`src/rtl/twr_pkg.sv`:
```
package twr_pkg;
   localparam int unsigned TWR_BYTE_W = 8;
   localparam logic [3:0]  TWR_LAST_BIT = 4'd8;

   typedef enum logic [2:0] {
      ST_IDLE,
      ST_DEV,
      ST_WORD,
      ST_WR,
      ST_RD
   } twr_state_t;
endpackage

```
`src/rtl/twr_edge.sv`:
```
module twr_edge #(
   parameter int unsigned STAGES = 2
) (
   input  logic clk,
   input  logic rst_n,
   input  logic scl_i,
   input  logic sda_i,
   output logic scl_s,
   output logic sda_s,
   output logic scl_rise,
   output logic scl_fall,
   output logic start_ev,
   output logic stop_ev
);
   logic [STAGES-1:0] scl_q, sda_q;
   logic              scl_p, sda_p;

   initial begin
      assert (STAGES >= 2) else $error("twr_edge: STAGES must be at least 2");
   end

   always_ff @(posedge clk or negedge rst_n) begin
      if (!rst_n) begin
         scl_q <= '1;
         sda_q <= '1;
         scl_p <= 1'b1;
         sda_p <= 1'b1;
      end else begin
         scl_q <= {scl_q[STAGES-2:0], scl_i};
         sda_q <= {sda_q[STAGES-2:0], sda_i};
         scl_p <= scl_q[STAGES-1];
         sda_p <= sda_q[STAGES-1];
      end
   end

   assign scl_s    = scl_q[STAGES-1];
   assign sda_s    = sda_q[STAGES-1];
   assign scl_rise = scl_s & ~scl_p;
   assign scl_fall = ~scl_s & scl_p;
   assign start_ev = scl_s & scl_p & sda_p & ~sda_s;
   assign stop_ev  = scl_s & scl_p & ~sda_p & sda_s;
endmodule

```
`src/rtl/twr_ptr.sv`:
```
module twr_ptr #(
   parameter int unsigned PTR_W      = 6,
   parameter int unsigned CLOCK_REGS = 8
) (
   input  logic             clk,
   input  logic             rst_n,
   input  logic             clr,
   input  logic             load,
   input  logic [PTR_W-1:0] load_val,
   input  logic             inc,
   input  logic             busy_set,
   input  logic             busy_clr,
   output logic [PTR_W-1:0] ptr,
   output logic             hold
);
   localparam logic [PTR_W-1:0] CLK_LIM = PTR_W'(CLOCK_REGS);

   logic busy;

   initial begin
      assert (CLOCK_REGS < (1 << PTR_W)) else $error("twr_ptr: CLOCK_REGS exceeds space");
   end

   always_ff @(posedge clk or negedge rst_n) begin
      if (!rst_n) begin
         ptr  <= '0;
         busy <= 1'b0;
      end else if (clr) begin
         ptr  <= '0;
         busy <= 1'b0;
      end else begin
         if (load)     ptr <= load_val;
         else if (inc) ptr <= ptr + 1'b1;
         if (busy_clr)      busy <= 1'b0;
         else if (busy_set) busy <= 1'b1;
      end
   end

   assign hold = busy && (ptr < CLK_LIM);

   assert_clear_on_fail_R8: assert property (@(posedge clk) disable iff (!rst_n)
      clr |=> (ptr == '0 && !hold));
   assert_wrap_R9: assert property (@(posedge clk) disable iff (!rst_n)
      (inc && !load && !clr && ptr == '1) |=> (ptr == '0));
   assert_hold_release_R7: assert property (@(posedge clk) disable iff (!rst_n)
      (busy_clr && !clr) |=> !hold);
endmodule

```
`src/rtl/twowire_regport.sv`:
```
module twowire_regport
   import twr_pkg::*;
#(
   parameter logic [6:0]  DEV_ADDR    = 7'h68,
   parameter int unsigned PTR_W       = 6,
   parameter int unsigned CLOCK_REGS  = 8,
   parameter int unsigned SYNC_STAGES = 2
) (
   input  logic             clk,
   input  logic             rst_n,
   input  logic             scl_i,
   input  logic             sda_i,
   output logic             sda_oe,
   input  logic             pwr_fail,
   output logic [PTR_W-1:0] reg_addr,
   output logic [7:0]       reg_wdata,
   output logic             reg_we,
   input  logic [7:0]       reg_rdata,
   output logic             time_hold
);
   logic scl_s, sda_s, scl_rise, scl_fall, start_ev, stop_ev;

   twr_edge #(.STAGES(SYNC_STAGES)) u_edge (
      .clk(clk), .rst_n(rst_n), .scl_i(scl_i), .sda_i(sda_i),
      .scl_s(scl_s), .sda_s(sda_s), .scl_rise(scl_rise), .scl_fall(scl_fall),
      .start_ev(start_ev), .stop_ev(stop_ev)
   );

   twr_state_t            state;
   logic [3:0]            bitcnt;
   logic                  in_ack, ack_drv, mack, rd_dir, load_pend, we_q;
   logic [TWR_BYTE_W-1:0] rx, tx, wdata_q;

   // byte-level events, valid only when no bus condition overrides them
   logic ev_ok, byte_end, ack_end, dev_match;
   assign ev_ok     = !pwr_fail && !start_ev && !stop_ev && state != ST_IDLE && scl_fall;
   assign byte_end  = ev_ok && !in_ack && bitcnt == TWR_LAST_BIT;
   assign ack_end   = ev_ok && in_ack;
   assign dev_match = rx[7:1] == DEV_ADDR;

   logic p_load, p_inc, p_bset, p_bclr;
   assign p_load = byte_end && state == ST_WORD;
   assign p_inc  = ack_end && (state == ST_WR || (state == ST_RD && !mack));
   assign p_bset = byte_end && state == ST_DEV && dev_match;
   assign p_bclr = (!pwr_fail && stop_ev) || (byte_end && state == ST_DEV && !dev_match);

   twr_ptr #(.PTR_W(PTR_W), .CLOCK_REGS(CLOCK_REGS)) u_ptr (
      .clk(clk), .rst_n(rst_n), .clr(pwr_fail), .load(p_load),
      .load_val(rx[PTR_W-1:0]), .inc(p_inc), .busy_set(p_bset), .busy_clr(p_bclr),
      .ptr(reg_addr), .hold(time_hold)
   );

   initial begin
      assert (PTR_W <= TWR_BYTE_W) else $error("twowire_regport: PTR_W wider than a byte");
   end

   always_ff @(posedge clk or negedge rst_n) begin
      if (!rst_n) begin
         state <= ST_IDLE; bitcnt <= '0; in_ack <= 1'b0; ack_drv <= 1'b0;
         mack <= 1'b1; rd_dir <= 1'b0; load_pend <= 1'b0; we_q <= 1'b0;
         rx <= '0; tx <= '1; wdata_q <= '0;
      end else if (pwr_fail) begin
         state <= ST_IDLE; bitcnt <= '0; in_ack <= 1'b0; ack_drv <= 1'b0;
         load_pend <= 1'b0; we_q <= 1'b0; tx <= '1;
      end else begin
         we_q      <= 1'b0;
         load_pend <= 1'b0;
         if (load_pend) tx <= reg_rdata;
         if (start_ev || stop_ev) begin
            state   <= start_ev ? ST_DEV : ST_IDLE;
            bitcnt  <= '0;
            in_ack  <= 1'b0;
            ack_drv <= 1'b0;
         end else if (state != ST_IDLE) begin
            if (scl_rise) begin
               if (in_ack) mack <= sda_s;
               else if (bitcnt < TWR_LAST_BIT) begin
                  rx     <= {rx[TWR_BYTE_W-2:0], sda_s};
                  bitcnt <= bitcnt + 4'd1;
               end
            end else if (byte_end) begin
               in_ack <= 1'b1;
               unique case (state)
                  ST_DEV: begin
                     if (dev_match) begin
                        ack_drv <= 1'b1;
                        rd_dir  <= rx[0];
                     end else begin
                        state  <= ST_IDLE;
                        in_ack <= 1'b0;
                        bitcnt <= '0;
                     end
                  end
                  ST_WORD: ack_drv <= 1'b1;
                  ST_WR: begin
                     ack_drv <= 1'b1;
                     we_q    <= 1'b1;
                     wdata_q <= rx;
                  end
                  default: ack_drv <= 1'b0;
               endcase
            end else if (ack_end) begin
               in_ack  <= 1'b0;
               bitcnt  <= '0;
               ack_drv <= 1'b0;
               unique case (state)
                  ST_DEV: begin
                     state     <= rd_dir ? ST_RD : ST_WORD;
                     load_pend <= rd_dir;
                  end
                  ST_WORD: state <= ST_WR;
                  ST_RD: begin
                     if (mack) state <= ST_IDLE;
                     else      load_pend <= 1'b1;
                  end
                  default: state <= state;
               endcase
            end else if (scl_fall && state == ST_RD && bitcnt != 4'd0) begin
               tx <= {tx[TWR_BYTE_W-2:0], 1'b1};
            end
         end
      end
   end

   assign sda_oe    = ack_drv || (state == ST_RD && !in_ack && !tx[TWR_BYTE_W-1]);
   assign reg_we    = we_q;
   assign reg_wdata = wdata_q;

   assert_we_single_R4: assert property (@(posedge clk) disable iff (!rst_n)
      reg_we |=> !reg_we);
   assert_sda_moves_low_scl_R3: assert property (@(posedge clk) disable iff (!rst_n)
      (!$past(pwr_fail) && sda_oe != $past(sda_oe)) |-> !scl_s);
   assert_fail_quiet_R8: assert property (@(posedge clk) disable iff (!rst_n)
      pwr_fail |=> (!sda_oe && !reg_we));
endmodule

```
`config.mk`:
```
export PLATFORM = sky130hd
export DESIGN_NAME = twowire_regport
export DESIGN_NICKNAME = d
export VERILOG_FILES = /design/src/rtl/twr_pkg.sv /design/src/rtl/twr_edge.sv /design/src/rtl/twr_ptr.sv /design/src/rtl/twowire_regport.sv
export SDC_FILE = /design/constraint.sdc
export NUM_CORES = 1
export LEC_CHECK = 0
export BUFFER_PORTS_ARGS = -buffer_cell sky130_fd_sc_hd__clkbuf_2
export CAP_MARGIN = 20
export CORE_UTILIZATION = 55
export DETAILED_ROUTE_END_ITERATION = 8
export GPL_ROUTABILITY_DRIVEN = 0
export PLACE_DENSITY = 0.78
export SYNTH_ARGS = -nofsm -noshare
export SYNTH_HDL_FRONTEND = slang
export SYNTH_SLANG_ARGS = --single-unit
```
`constraint.sdc`:
```
create_clock -name clk -period 4.3 [get_ports clk]
set_clock_uncertainty 0.1 [all_clocks]
set_input_delay 0.43 -clock clk [delete_from_list [all_inputs] [get_ports clk]]
set_output_delay 0.43 -clock clk [all_outputs]
set_load 0.05 [all_outputs]
```
[After elaboration in Yosys (flattened, before gate mapping)]
Cells that the tools add are included.
W data, S select, Z words.
Storage, ports and cells
  register bits: 50
  input bits: 13
  output and inout port bits: 17
  word-level logic and storage cells: 163
Cells by class
  $add $sub $neg: 2
  $lt $le $gt $ge: 2
  equality and inequality tests: 15
  mux-type cells: 65
  bitwise gates (word level): 15
  reduce and logical (&&, ||, !) cells: 47
Operator list (count)
  $mux W8: 8
  $mux W4: 10
  $mux W1: 31
  $mux W3: 10
  $logic_and A1 B1 Y1: 19
  $mux W6: 3
  $reduce_and A6 Y1: 3
  $reduce_and A7 Y1: 2
  $reduce_bool A3 Y1: 4
  $ne A5 B4 Y1 const B: 2
  $reduce_bool A5 Y1: 2
  $pmux W3 S3: 1
  $ne A4 B2 Y1 const B: 2
  $ne A4 B3 Y1 const B: 2
  $not A1 Y1: 8
  $reduce_bool A4 Y1: 2
  $and A1 B1 Y1: 7
  $eq A7 B7 Y1 const B: 1
  $logic_not A1 Y1: 7
  $add A6 B1 Y6 const B: 1
  $eq A3 B2 Y1 const B: 2
  $lt A6 B4 Y1 const B: 1
  $ne A5 B3 Y1 const B: 1
  $ne A5 B5 Y1 const B: 1
  other kinds (12): 16

[Depth between registers and ports, before layout]
Gate-level depths: netlist (run 1).
  word-level depth: 15
  mapped depth: 7
  gate-level depth less buffers: 7

[Cells and area by module]
From an unflattened synthesis (run 1), not the netlist that was laid out.
Second synthesis, totals
  cell total of the unflattened synthesis: 235
  area total of the unflattened synthesis: 2519.9 µm²
Modules (own cells, without submodules)
  twowire_regport: times used 1, cells each 187, area each 1964.4 µm², sequential area each 937.1 µm²
  twr_ptr: times used 1, cells each 38, area each 365.4 µm², sequential area each 175.2 µm²
  twr_edge: times used 1, cells each 10, area each 190.2 µm², sequential area each 157.7 µm²

[Worst setup path after synthesis (run 1)]
No wires, ideal clock.
  path type: register to output
  from: register u_ptr.ptr[3]
  to: output time_hold
  data arrival time: 2.326 ns
  required time: 3.770 ns
  slack: 1.444 ns
  stages on the path, launching flop included: 2
  buffers on the path: 0
  path through: dfrtp_1 nor4b_1
On the way
  word-level cells in the longest chain between the ends: 2
Ends and longest elaborated chain
  start, declared: line twr_ptr.sv:13  | output logic [PTR_W-1:0] ptr,
  start signal, assigned: line twr_ptr.sv:32  | if (load) ptr <= load_val;
  start signal, assigned: line twr_ptr.sv:33  | else if (inc) ptr <= ptr + 1'b1;
  $lt A6 B4 Y1: line twr_ptr.sv:39  | assign hold = busy && (ptr < CLK_LIM);
  $logic_and A1 B1 Y1: line twr_ptr.sv:39
  end, declared: line twowire_regport.sv:19  | output logic time_hold
Every way passes these cells.

[Worst setup path after layout (run 1)]
  from: register state[2]
  to: register tx[7]
On the way
  word-level cells in the longest chain between the ends: 10
  elaborated cells between the ends (all ways): 16
  classes of those cells: 1 x eq/ne; 7 x mux; 8 x reduce/logical
Ends and longest elaborated chain
  start, declared: line twowire_regport.sv:29  | twr_state_t state;
  start signal, assigned: line twowire_regport.sv:70  | state <= start_ev ? ST_DEV : ST_IDLE;
  start signal, assigned: line twowire_regport.sv:108  | state <= rd_dir ? ST_RD : ST_WORD;
  start signal, assigned: line twowire_regport.sv:116  | default: state <= state;
  $eq A3 B3 Y1 or $reduce_bool A3 Y1 (tied branches): line twowire_regport.sv:118, twowire_regport.sv:36, twowire_regport.sv:74
  $logic_and A1 B1 Y1 (on tied branches) (2 in series): line twowire_regport.sv:118, twowire_regport.sv:36
  $mux W8, or another cell as far along: line twowire_regport.sv:118  | end else if (scl_fall && state == ST_RD && bitcnt != 4'd0) begin
  $mux W8 or $logic_and A1 B1 Y1 (tied branches): line twowire_regport.sv:102, twowire_regport.sv:37
  $mux W8: line twowire_regport.sv:81  | end else if (byte_end) begin
  $mux W8: line twowire_regport.sv:75  | if (scl_rise) begin
  $mux W8 (*): line twowire_regport.sv:74  | end else if (state != ST_IDLE) begin
  $mux W8 (*): line twowire_regport.sv:69  | if (start_ev || stop_ev) begin
  $mux W8 (*): line twowire_regport.sv:62  | end else if (pwr_fail) begin
  end signal, assigned: line twowire_regport.sv:68  | if (load_pend) tx <= reg_rdata;
  end signal, assigned: line twowire_regport.sv:119  | tx <= {tx[TWR_BYTE_W-2:0], 1'b1};
  end, declared: line twowire_regport.sv:32  | logic [TWR_BYTE_W-1:0] rx, tx, wdata_q;
Every way passes the cells marked *; elsewhere a longest branch is shown, timed or not.
A chain may end at the register's enable or synchronous reset.

==> results by group, run 1 <==
GRT
  • Initial antenna violation count: 0
  • Vias in the first global route: between 1500 and 2000
  • Overall Global Routing Usage: 0.206
  • GRT Residual Overflow: 0
  • Largest net degree at the start of global routing: 51
  • First-pass GRT wire length: 8.29 mm

Logic synthesis
  • Cells after Synth: 230
  • Synth Warn #: 0
  • Library cells used by synthesis: 64
  • Area of the mapped netlist: approximately 2700 µm²
  • Synth Flop Type: dfrtp_1
  • Mean Syn Cell Area: 11.6 µm²
  • Register bit count reported by yosys: 50
  • Synth area leaders: dfrtp_1 33%, dfstp_2 15%, mux2_2 11%, mux2i_1 2.6%, nand2b_1 2.1%
  • Post-synthesis sequential area ratio: 0.475
  • Net Count, Synth: 246
  • Asr flop ratio synth: 1.00
  • Top-area cell type share of the netlist area: 0.327
  • Synth area leader: dfrtp_1
  • Number of synthesized flops with an enable pin: 0

Clock tree
  • Clk buf depth: 2
  • H-tree levels: 2
  • CTS tree: yes
  • Root Driver: clkbuf_8
  • Clock slew at reported path FFs: 90 ps
  • CTS buffer count: 5
  • Clk sinks: 50
  • Total setup buffers inserted after CTS: 0
  • Post_cts resized: 0
  • Later-pin clock latency in the skew report: 300 ps
  • Hold_buf cts: 0

Route
  • DRT iter0 DRCs: 72
  • Final WL: 4.79 mm
  • Via density: 5.92
  • Post-route DRC violation count: 0
  • Initial DRT Pass Iterations: 6
  • DR WL/cell: 15.3 µm
  • Via count: 1854
  • Routed Antenna Nets: 0

STA
  • Final min period: roughly 2200 ps
  • Worst rel slew slack: 0.593
  • Final hold slack: 103 ps
  • Count of final hold-check violations: 0
  • Final-report max-slew violation count: 0
  • Final period utilization: 0.506
  • Total Negative Setup Slacks: 0 ps
  • FMAX: roughly 460 MHz
  • Slew @ Worst Pin: 611 ps
  • RSZ-0062 raised after global routing: false
  • Final setup fails: 0

Place
  • Post-Place Cells: 305
  • Placed Area: 2830 µm²
  • Port Buffers: 29
  • Dpl hpwl: 3.44 mm

Floorplanning
  • Die height: about 72 µm
  • Total Die Area: a little over 5000 µm²
  • Io pins: 30
  • Die Span X: around 72 µm
  • Core area: 4690 µm²
  • Num rows: 25
  • Starting density of the core: 0.570

Setup path
  • Buf+Inv Stages, Crit Path: 0
  • Largest delay share family, worst path: simple AND/OR/NAND/NOR gates
  • Worst EP arrival: between 2000 and 2500 ps
  • Crit path max fanout: 13
  • CP endpoint kind: flip-flop
  • Critical path's slowest cell: dfrtp_1
  • Slowest stage delay, CP: 640 ps
  • Startpoint types: flip-flop
  • Crit-path cells: nor3_4, or3_1, o211ai_4, mux2i_1, nand2b_1
  • Critical path class: reg -> reg
  • Worst path required time: 4430 ps

Cells and area
  • Most frequent cells in the layout: 35 x dfrtp_1, 29 x clkbuf_2, 26 x mux2_2
  • # nets final: 274
  • Share of layout cells above drive strength 1: 0.375
  • Final non-filler cell total: around 310
  • Antenna Cells: 0
  • Synthesis-to-layout area growth: 9.30%
  • Commonest non-fill, non-tap cell in the layout: dfrtp_1
  • Cell area after layout: 2930 µm²

Power and ir drop
  • Sw frac: 0.287
  • Internal power: between 0.7 and 0.8 mW
  • Pwr dens: about 350 nW/µm²
  • Leak Pwr: 1.32 nW
  • Max IR drop VDD: between 0.2 and 0.25 mV
  • Switching power of the nets: 0.292 mW
  • Seq pwr share: 0.565
  • Clk pwr share: 0.278
  • Comb pwr share: 0.156

Job
  • Max-cap violations: 0

Status
  • Outcome: complete, no violations

Worst hold path
  • Hold Crit Class: in -> reg
==> power groups by stage <==
stage / logic (mW) / clock network, mW / registers (mW)
global route: 0.176 / 0.302 / 0.586
CTS: 0.161 / 0.291 / 0.576
floorplan: 0.155 / 0 / 0.550
global placement: 0.156 / 0 / 0.583
detailed placement: 0.159 / 0 / 0.585
finish: 0.159 / 0.283 / 0.574
==> cell families after synthesis <==
| logic type | count (synthesis) | synth area share |
|---|---|---|
| compound gates | 47 | 0.139 |
| xor+xnor | 2 | 0.00655 |
| fa+ha+maj | 3 | 0.0140 |
| buf+inv | 20 | 0.0402 |
| flops | 50 | 0.475 |
| mux | 36 | 0.152 |
| simple gates | 72 | 0.173 |
==> path summary, 6_finish.rpt <==
kind | startpoint | endpoint | slack (ps) | cells past startpoint
min in group asynchronous | rst_n | bitcnt[0] | 110 | 2
max in group asynchronous | rst_n | bitcnt[3] | 3560 | 2
worst min-delay path | sda_i | u_edge.sda_q[0] | 100 | 1
worst min register to register | u_edge.scl_q[0] | u_edge.scl_q[1] | 260 | 0
worst max-delay path | state[2] | tx[7] | 2120 | 5
worst max register to register | state[2] | tx[7] | 2120 | 5
==> metrics by stage <==
| step | util | power (mW) | worst slack [ps] |
|---|---|---|---|
| finish | 0.623 | 1.02 | 2120 |
| global route | 0.623 | 1.06 | 1990 |
| CTS | 0.623 | 1.03 | 2100 |
| detailed placement | 0.603 | 0.744 | 2070 |
| global placement | 0.603 | 0.739 | 2130 |
| floorplan | - | 0.705 | 1440 |
==> flip-flops by register name, indices dropped and copies added, names as in the netlist, 2 cells and up <==
signal / count
bitcnt: 4
rx: 8
u_edge.scl_q: 2
reg_wdata: 8
u_ptr.ptr: 6
state: 3
u_edge.sda_q: 2
tx: 8
==> cell type report <==
| cell class | count | area, µm² |
|---|---|---|
| fill | 390 | 1770 |
| multi-input combinational | 160 | 1300 |
| sequential | 50 | 1270 |
| timing repair buffer | 30 | 153 |
| clock buffer | 7 | 86.3 |
| tap | 54 | 67.6 |
| inverter | 11 | 41.3 |
| clock inverter | 1 | 8.76 |
==> Yosys cell counts (all sizes together), types with 2 or more instances <==
cell type  count
a31oi          2
nor2b          3
o31ai          2
nor3b          2
dfrtp         35
a31o           2
inv           11
nand4bb        2
and3           2
a32oi          2
a21oi          9
nor3           4
buf            7
nor4           4
nand2b        10
nand3          4
dfstp         15
ha             3
o21ai          6
or3b           2
nand3b         2
nand2         14
o32ai          4
nor2          16
mux2i          7
clkbuf         2
mux2          29
a211oi         3
a22oi          5
==> layer usage <==
metal  vias up  share of wire  wire length, µm  GRT usage
li1        896              -                -          -
met1       904           0.49             2370      0.292
met2        44           0.45             2180      0.312
met3        10          0.034              161     0.0380
met4         0          0.018               88     0.0893
met5         -              0                0          0
No activity file was read; power rests on OpenSTA's default activity.
==> inputs of run 2 (changes only) <==
Clock period 4.3 ns to 2.1 ns, I/O delays scaled along.
==> results by group, run 2 (synthesized netlist as in run 1, its figures left out) <==
Cells and area
  • Synthesis-to-layout area growth: 18.1%
  • Final core utilization: 0.674
  • Most frequent cells in the layout: 33 x dfrtp_1, 29 x clkbuf_2, 26 x mux2_2
  • Share of layout cells above drive strength 1: 0.452
  • Layout fillers: around 400
  • # nets final: between 200 and 300
  • Final non-filler cell total: 335
  • Cell area after layout: 3160 µm²
  • Commonest non-fill, non-tap cell in the layout: dfrtp_1
  • Antenna Cells: 0

Setup path
  • Worst EP arrival: 2140 ps
  • Crit path max fanout: 9
  • Worst path required time: approximately 2200 ps
  • Reg-to-Reg End: state[1]
  • R2r setup slk: 50 ps
  • CP endpoint kind: flip-flop
  • Startpoint types: flip-flop
  • Crit Reg-Reg Startpoint: state[2]
  • Critical path class: reg -> reg
  • R2R depth: 5

GRT
  • First-pass GRT wire length: 8.85 mm
  • Initial antenna violation count: 0
  • Overall Global Routing Usage: 0.228
  • Vias in the first global route: 1837
  • Largest net degree at the start of global routing: 21
  • GR Util met1: 0.323
  • GRT Residual Overflow: 0
  • Met3 Use GR: 0.0464
  • GRT busiest layer: met2
  • Met2 usage: 0.346

STA
  • FMAX: 488 MHz
  • Final period utilization: 0.976
  • Slew @ Worst Pin: 497 ps
  • Final setup fails: 0
  • Final-report max-slew violation count: 0
  • Final min period: between 2000 and 2500 ps
  • RSZ-0062 raised after global routing: true
  • Total Negative Setup Slacks: 0 ps
  • Final worst slack: 49.7 ps
  • Worst rel slew slack: 0.669
  • Count of final hold-check violations: 0

Clock tree
  • Clk buf depth: 2
  • H-tree levels: 2
  • CTS buffer count: 5
  • Clock slew at reported path FFs: 90 ps
  • Clk sinks: 50
  • CTS tree: yes
  • Later-pin clock latency in the skew report: 300 ps
  • Root Driver: clkbuf_8

Worst hold path
  • Worst Hold End: tx[0]
  • Hold path start: reg_rdata[0]
  • Hold path depth: 3
  • Hold Crit Class: in -> reg

Route
  • Initial DRT Pass Iterations: 4
  • Post-route DRC violation count: 0
  • Final WL: 5.63 mm
  • DRT iter0 DRCs: 127
  • Via density: 5.87
  • DR WL/cell: 16.8 µm
  • Via count: 1967
  • Routed Antenna Nets: 0

Place
  • Placed Area: 2930 µm²
  • Post-Place Cells: 316
  • Dpl hpwl: 3.90 mm
  • Post-Place Setup Slack: 12.1 ps
  • Port Buffers: 29

Floorplanning
  • Die Span X: around 70 µm
  • Core area: 4690 µm²
  • Total Die Area: approximately 5100 µm²
  • Die height: 71.8 µm
  • Starting density of the core: 0.570
  • Num rows: 25
  • Io pins: 30

Power and ir drop
  • Max IR drop VDD: between 0.5 and 0.6 mV
  • Leak Pwr: ~1.4 nW
  • Pwr dens: between 600 and 700 nW/µm²

Status
  • Outcome: complete, no violations

Job
  • Max-cap violations: 0
run 2: changes by cell type in the layout (fill, tap and decap cells not counted), moves of 2 or more:
cell,before,now
buf_4,1,19
clkinv_2,0,2
dfrtp_1,35,33
dfrtp_2,0,2
dlygate4sd3_1,0,3
run 2: worst max path at each step:
stage	from	end	slack, ps	depth (start not counted)
6_report	state[2]	state[1]	50	5
3_5_place_dp	bitcnt[1]	state[1]	10	7
2_1_floorplan	u_ptr.ptr[3]	time_hold	150	1
5_1_grt	bitcnt[0]	rd_dir	-20	8
3_3_place_gp	state[0]	state[2]	90	5
4_1_cts	state[0]	state[1]	2	5
run 2: stage by stage:
step / total power [mW] / hold slack (ps)
after floorplan: 1.44 / -186
after global placement: 1.54 / 92.4
after detailed placement: 1.57 / 96.5
final: 2.18 / 36.7
after CTS: 2.13 / 28.4
after global routing: 2.28 / 63.1
run 2: layout make-up:
type	instances	area, µm²	share of cell area
clock buffer	5	68.8	0.0218
inverter	11	41.3	0.0131
tap	54	67.6	0.0214
timing repair buffer	52	338	0.107
clock inverter	3	18.8	0.00594
sequential	50	1270	0.403
multi-input combinational	160	1350	0.428
run 2: timing repair:
action / 4_1_cts / 5_1_grt
gates cloned: 0 / 0
hold buffers: 3 / 0
endpoints found under the hold margin: 12 / 0
endpoints found under the setup margin: 1 / 24
pin swaps: 1 / 5
resized for setup: 0 / 13
setup buffers: 1 / 7
run 2: power breakdown:
| part | switching (mW) | leakage (nW) | internal (mW) |
|---|---|---|---|
| Clock | 0.326 | 0.0483 | 0.235 |
| Sequential | 0.136 | 0.634 | 1.05 |
| Combinational | 0.210 | 0.760 | 0.221 |
| Total | 0.671 | 1.44 | 1.51 |
run 2: per-layer routing:
layer	part of all wire	vias to the layer above
met5	0	-
met4	0.021	0
met3	0.044	8
met2	0.47	62
met1	0.47	962
li1	-	935
run 2: critical path, cell delays in order, from the launching register on:
cell     delay (ps)
dfrtp_1         510
or3b_1          490
o21a_1          160
o31ai_2         220
nand2_2         140
mux2_4          320
